`src/rtl/pwr_seq_pkg.sv`:
```
package pwr_seq_pkg;
  localparam int unsigned CTRL_W        = 32;
  localparam int unsigned N_WAKE_DEF    = 4;
  localparam int unsigned SYNC_DEF      = 2;
  localparam int unsigned PWR_CTL_BIT   = 16;
  localparam int unsigned WAKE_EN_LSB   = 0;
  localparam int unsigned IRQ_W         = 8;
  localparam int unsigned IRQ_ALM2_BIT  = 4;
  localparam int unsigned STAT_ALM2_BIT = 7;

  typedef enum logic {
    PWR_OFF = 1'b0,
    PWR_ON  = 1'b1
  } pwr_state_e;
endpackage

```
`src/rtl/pwr_cfg_reg.sv`:
```
module pwr_cfg_reg
  import pwr_seq_pkg::*;
#(
  parameter int unsigned N_WAKE = N_WAKE_DEF
) (
  input  logic              clk_i,
  input  logic              rst_ni,
  input  logic              we_i,
  input  logic [CTRL_W-1:0] wdata_i,
  output logic [N_WAKE-1:0] wake_en_o,
  output logic [N_WAKE-1:0] wake_pol_o,
  output logic              ctl_en_o,
  output logic [CTRL_W-1:0] rdata_o
);
  localparam int unsigned POL_LSB = WAKE_EN_LSB + N_WAKE;

  logic [N_WAKE-1:0] en_q, pol_q;
  logic              ctl_q;

  always_ff @(posedge clk_i or negedge rst_ni) begin
    if (!rst_ni) begin
      en_q  <= '0;
      pol_q <= '1;  // active low by default
      ctl_q <= 1'b0;
    end else if (we_i) begin
      en_q  <= wdata_i[WAKE_EN_LSB +: N_WAKE];
      pol_q <= wdata_i[POL_LSB +: N_WAKE];
      ctl_q <= wdata_i[PWR_CTL_BIT];
    end
  end

  always_comb begin
    rdata_o = '0;
    rdata_o[WAKE_EN_LSB +: N_WAKE] = en_q;
    rdata_o[POL_LSB +: N_WAKE]     = pol_q;
    rdata_o[PWR_CTL_BIT]           = ctl_q;
  end

  assign wake_en_o  = en_q;
  assign wake_pol_o = pol_q;
  assign ctl_en_o   = ctl_q;

  logic unused_wdata;
  assign unused_wdata = ^wdata_i;
endmodule

```
`src/rtl/pwr_wake_sync.sv`:
```
module pwr_wake_sync
  import pwr_seq_pkg::*;
#(
  parameter int unsigned N_WAKE      = N_WAKE_DEF,
  parameter int unsigned SYNC_STAGES = SYNC_DEF
) (
  input  logic              clk_i,
  input  logic              rst_ni,
  input  logic [N_WAKE-1:0] wake_i,
  input  logic [N_WAKE-1:0] en_i,
  input  logic [N_WAKE-1:0] pol_i,
  output logic              hit_o
);
  logic [N_WAKE-1:0] lvl;

  for (genvar g = 0; g < N_WAKE; g++) begin : g_sync
    logic [SYNC_STAGES-1:0] sh_q;
    always_ff @(posedge clk_i or negedge rst_ni) begin
      if (!rst_ni) sh_q <= '0;
      else         sh_q <= {sh_q[SYNC_STAGES-2:0], wake_i[g]};
    end
    assign lvl[g] = sh_q[SYNC_STAGES-1];
  end

  // pol=1 -> active when level is low
  assign hit_o = |(en_i & (lvl ^ pol_i));
endmodule

```
`src/rtl/pwr_alarm_stat.sv`:
```
module pwr_alarm_stat
  import pwr_seq_pkg::*;
(
  input  logic             clk_i,
  input  logic             rst_ni,
  input  logic             irq_en_we_i,
  input  logic [IRQ_W-1:0] irq_en_wdata_i,
  input  logic             stat_we_i,
  input  logic [IRQ_W-1:0] stat_wdata_i,
  input  logic             match_i,
  output logic             evt_o,
  output logic [IRQ_W-1:0] irq_en_o,
  output logic [IRQ_W-1:0] stat_o,
  output logic             irq_o
);
  logic en_q, flag_q;

  assign evt_o = match_i & en_q;

  always_ff @(posedge clk_i or negedge rst_ni) begin
    if (!rst_ni)          en_q <= 1'b0;
    else if (irq_en_we_i) en_q <= irq_en_wdata_i[IRQ_ALM2_BIT];
  end

  always_ff @(posedge clk_i or negedge rst_ni) begin
    if (!rst_ni)                                       flag_q <= 1'b0;
    else if (evt_o)                                    flag_q <= 1'b1;
    else if (stat_we_i && stat_wdata_i[STAT_ALM2_BIT]) flag_q <= 1'b0;
  end

  always_comb begin
    irq_en_o = '0;
    irq_en_o[IRQ_ALM2_BIT] = en_q;
    stat_o = '0;
    stat_o[STAT_ALM2_BIT] = flag_q;
  end

  assign irq_o = flag_q & en_q;

  logic unused_wr;
  assign unused_wr = ^{irq_en_wdata_i, stat_wdata_i};
endmodule

```
`src/rtl/pwr_en_fsm.sv`:
```
module pwr_en_fsm
  import pwr_seq_pkg::*;
(
  input  logic clk_i,
  input  logic rst_ni,
  input  logic ctl_en_i,
  input  logic alarm_evt_i,
  input  logic wake_hit_i,
  output logic pwr_en_o
);
  pwr_state_e st_q, st_d;

  always_comb begin
    st_d = st_q;
    if (!ctl_en_i) st_d = PWR_ON;
    else begin
      unique case (st_q)
        PWR_ON:  if (alarm_evt_i && !wake_hit_i) st_d = PWR_OFF;
        PWR_OFF: if (wake_hit_i)                 st_d = PWR_ON;
        default: st_d = PWR_ON;
      endcase
    end
  end

  always_ff @(posedge clk_i or negedge rst_ni) begin
    if (!rst_ni) st_q <= PWR_ON;
    else         st_q <= st_d;
  end

  assign pwr_en_o = (st_q == PWR_ON);
endmodule

```
`src/rtl/alarm_power_seq.sv`:
```
module alarm_power_seq
  import pwr_seq_pkg::*;
#(
  parameter int unsigned N_WAKE      = N_WAKE_DEF,
  parameter int unsigned SYNC_STAGES = SYNC_DEF
) (
  input  logic              clk_i,
  input  logic              rst_ni,
  input  logic              cfg_we_i,
  input  logic [CTRL_W-1:0] cfg_wdata_i,
  output logic [CTRL_W-1:0] cfg_rdata_o,
  input  logic              irq_en_we_i,
  input  logic [IRQ_W-1:0]  irq_en_wdata_i,
  output logic [IRQ_W-1:0]  irq_en_o,
  input  logic              stat_we_i,
  input  logic [IRQ_W-1:0]  stat_wdata_i,
  output logic [IRQ_W-1:0]  stat_o,
  input  logic              alarm2_match_i,
  input  logic [N_WAKE-1:0] wake_i,
  output logic              pwr_en_o,
  output logic              irq_o
);
  logic [N_WAKE-1:0] wake_en, wake_pol;
  logic              ctl_en, alarm_evt, wake_hit;

  pwr_cfg_reg #(.N_WAKE(N_WAKE)) u_cfg (
    .clk_i, .rst_ni,
    .we_i       (cfg_we_i),
    .wdata_i    (cfg_wdata_i),
    .wake_en_o  (wake_en),
    .wake_pol_o (wake_pol),
    .ctl_en_o   (ctl_en),
    .rdata_o    (cfg_rdata_o)
  );

  pwr_wake_sync #(.N_WAKE(N_WAKE), .SYNC_STAGES(SYNC_STAGES)) u_wake (
    .clk_i, .rst_ni,
    .wake_i (wake_i),
    .en_i   (wake_en),
    .pol_i  (wake_pol),
    .hit_o  (wake_hit)
  );

  pwr_alarm_stat u_alarm (
    .clk_i, .rst_ni,
    .irq_en_we_i    (irq_en_we_i),
    .irq_en_wdata_i (irq_en_wdata_i),
    .stat_we_i      (stat_we_i),
    .stat_wdata_i   (stat_wdata_i),
    .match_i        (alarm2_match_i),
    .evt_o          (alarm_evt),
    .irq_en_o       (irq_en_o),
    .stat_o         (stat_o),
    .irq_o          (irq_o)
  );

  pwr_en_fsm u_fsm (
    .clk_i, .rst_ni,
    .ctl_en_i    (ctl_en),
    .alarm_evt_i (alarm_evt),
    .wake_hit_i  (wake_hit),
    .pwr_en_o    (pwr_en_o)
  );
endmodule

```
`config.mk`:
```
export PLATFORM = sky130hd
export DESIGN_NAME = alarm_power_seq
export DESIGN_NICKNAME = d
export VERILOG_FILES = /design/src/rtl/pwr_seq_pkg.sv /design/src/rtl/pwr_cfg_reg.sv /design/src/rtl/pwr_wake_sync.sv /design/src/rtl/pwr_alarm_stat.sv /design/src/rtl/pwr_en_fsm.sv /design/src/rtl/alarm_power_seq.sv
export SDC_FILE = /design/constraint.sdc
export NUM_CORES = 1
export LEC_CHECK = 0
export BUFFER_PORTS_ARGS = -buffer_cell sky130_fd_sc_hd__buf_2
export CAP_MARGIN = 40
export CORE_MARGIN = 2
export CORE_UTILIZATION = 32
export CTS_BUF_LIST = sky130_fd_sc_hd__clkbuf_2
export DETAILED_ROUTE_END_ITERATION = 7
export PLACE_DENSITY = 0.81
export SYNTH_ARGS = -nofsm -noshare
export SYNTH_HDL_FRONTEND = slang
export SYNTH_SLANG_ARGS = --single-unit
```
`constraint.sdc`:
```
create_clock -name clk_i -period 1 [get_ports clk_i]
set_input_delay 0.1 -clock clk_i [delete_from_list [all_inputs] [get_ports clk_i]]
set_output_delay 0.1 -clock clk_i [all_outputs]
set_load 0.05 [all_outputs]
```
==> metrics.yaml <==
grt_pass1_wl_um: 2740
ys.flop_type: "dfrtp_1"
die_area_um2: 3610
path_clk_slew_ns: 0.17
io_pins: 108
vias_per_cell: 3.54
worstHoldPathType: "input pin to register"
clockBufferDepth: 2
crit_chain: "buf_6 -> buf_8"
violations: "setup timing"
seq_power_share_pct: 42.6
cts.htree.levels: 1
reg2reg_setup_slack_ns: -0.16
intPower_w: 0.00131
vias: 670
critPathMaxFanout: 2
setup_viol: 11
ant_nets: 0
finalCritPeriodShare_pct: 122
finClkSkew_ns: 0.00661
initial_core_util_pct: 33.3
antenna_found_initial: 0
crit_required_ns: 0.90
finalMaxSlewViolations: 0
fin_ws_ns: -0.222
crit_slowest_cell: "dfstp_2"
die_x_um: 60.1
syn-cell-area_um2: 1010
combPwrFrac_pct: 43.2
fin_util_pct: 48.2
synthArstFlopShare_pct: 100
detail_route.wl_per_cell_um: 9.50
insertion_delay_ns: 0.30
crit_path_end_kind: "output port"
hold_violations: 0
path_class: "register to output port"
synth_top_area_cell: "dfrtp_1"
drive_above_1_share_pct: 45.5
total_power_w: 0.00221
die_h_um: 60.1
max_clock_freq_mhz: 818
finish.instance_area_um2: 1460
coreArea_um2: 3030
slowest_delay_ns: 0.59
drtIter0Drc: 14
ir_worst_vdd_mv: 0.975
power.density_nw_per_um2: 1510
remaining_drc_errors: 0
finalCriticalPeriod_ns: 1.22
netlist.area_leader.share_pct: 37.3
worst_hold_slack_ns: 0.0358
fill_cells: 278
cts.sink_count: 20
area_growth_pct: 45.0
cts_tree: "built"
grtUsageTotal_pct: 10.7
startpoint_type: "register"
cap_viol_max_count: 0
grt_max_degree: 21
synth_edf_count: 0
cts_buffers: 3
nNetsFinal: 204
grt_setup_unrepaired: "true"
gr-total-overflow: 0
p_switching_w: 0.000898
hpwl_um: 1140
grt_pass1_vias: 626
diodes: 0
root_buffer: "clkbuf_2"
totalWireLength_um: 1800
yosys.cell_types.count: 12
num_rows: 20
port-buffer-count: 33
syn_inst: 84
arrival_ns: 1.12
synth-warning-count: 0
synth_area_leaders: "dfrtp_1 (37%), buf_4 (30%), dfstp_2 (13%)"
p_leak_nw: 0.741
syn_avg_cell_area_um2: 12.0
synth_most_common_cell: "buf_4"
postPlaceCellArea_um2: 1080
ys_seq_elements: 20
gp_congestion: 0.672
drt_first_pass_iters: 4
p_sw_share_pct: 40.7
yosysSeqAreaShare_pct: 50.3
clkPwrFrac_pct: 14.2
synth_common_cells: "buf_4 (40), dfrtp_1 (15), mux2_2 (10)"
status: "finished, violations left"
cell type report:
cell class / instances / area (µm²) / area share, %
clock buffer: 3 / 15.0 / 1.03
clock inverter: 1 / 3.75 / 0.257
multi-input combinational: 59 / 333 / 22.8
sequential: 20 / 508 / 34.8
tap: 44 / 55.1 / 3.77
timing repair buffer: 62 / 546 / 37.4
power by group through the flow:
stage | clock network, W | logic [W] | registers, W
2_1_floorplan | 0 | 0.000591 | 0.00107
3_3_place_gp | 0 | 0.000717 | 0.000944
3_5_place_dp | 0 | 0.000722 | 0.000947
4_1_cts | 0.000330 | 0.000899 | 0.000941
5_1_grt | 0.000365 | 0.00100 | 0.000950
6_report | 0.000314 | 0.000952 | 0.000939
per-stage QoR:
step	cells	TNS [ns]	setup slack, ns
floorplan	120	-0.268	-0.268
global placement	159	-0.167	-0.167
detailed placement	159	-0.145	-0.145
CTS	180	-1.54	-0.241
global route	189	-2.32	-0.287
finish	189	-1.36	-0.222
flip-flops by register name, indices dropped and copies added (netlist names):
name and flops:
u_fsm.pwr_en_o 1, u_alarm.en_q 1, u_wake.g_sync.sh_q 8, u_alarm.flag_q 1, u_cfg.ctl_en_o 1, u_cfg.wake_en_o 4
u_cfg.wake_pol_o 4
cells by family after synthesis:
logic type	after synthesis	share of synthesized area [%]
xor gates and xnor gates	4	3.48
muxes	10	11.2
other	1	0.372
buffers and inverters	41	30.3
and+or+nand+nor	6	2.61
DFF	20	50.3
AOI/OAI and AO/OA	2	1.74
path summary, 6_finish.rpt:
check                                                          end                                from  cells past startpoint
worst max register to register            u_fsm.pwr_en_o$_DFF_PN1_     u_cfg.wake_pol_o[1]$_DFFE_PN1P_                      3
worst max-delay path                                cfg_rdata_o[5]     u_cfg.wake_pol_o[1]$_DFFE_PN1P_                      2
worst min-delay path                      u_alarm.en_q$_DFFE_PN0P_                         irq_en_we_i                      2
worst min register to register  u_wake.g_sync[2].sh_q[1]$_DFF_PN0_  u_wake.g_sync[2].sh_q[0]$_DFF_PN0_                      0
min in group asynchronous       u_wake.g_sync[0].sh_q[0]$_DFF_PN0_                              rst_ni                      2
max in group asynchronous          u_cfg.wake_pol_o[2]$_DFFE_PN1P_                              rst_ni                      2
critical path, delay by kind of cell (launching register included):
family / cells / cell delay (ns)
DFF: 1 / 0.59
buffers and inverters: 2 / 0.23
per-layer routing:
layer / GRT usage (%) / wire [µm] / vias to the layer above
met5: 0 / 0 / -
met4: 5.71 / 0 / 0
met3: 2.60 / 126 / 0
met2: 21.0 / 1120 / 47
met1: 9.77 / 551 / 311
li1: - / - / 312
cell usage in the layout (no fill, tap or decap), drive strengths merged:
master / synthesis / layout
mux2: 10 / 10
clkinv: 0 / 1
dfstp: 5 / 5
buf: 41 / 46
dfrtp: 15 / 15
and2: 1 / 1
clkbuf: 0 / 3
dlygate4sd3: 0 / 16
nand3: 1 / 1
conb: 1 / 37
nand2: 4 / 4
xor2: 4 / 4
a222oi: 1 / 1
a22oi: 1 / 1
what timing repair did:
item                                   in CTS  in global routing
hold buffers                               10                  6
endpoints found under the hold margin      24                  6
setup endpoints to repair                  14                 14
gates resized for setup                    35                  3
cloned                                      0                  0
setup buffers                               7                  3
pin swaps                                   0                  1
No activity file was read; power rests on OpenSTA's default activity.
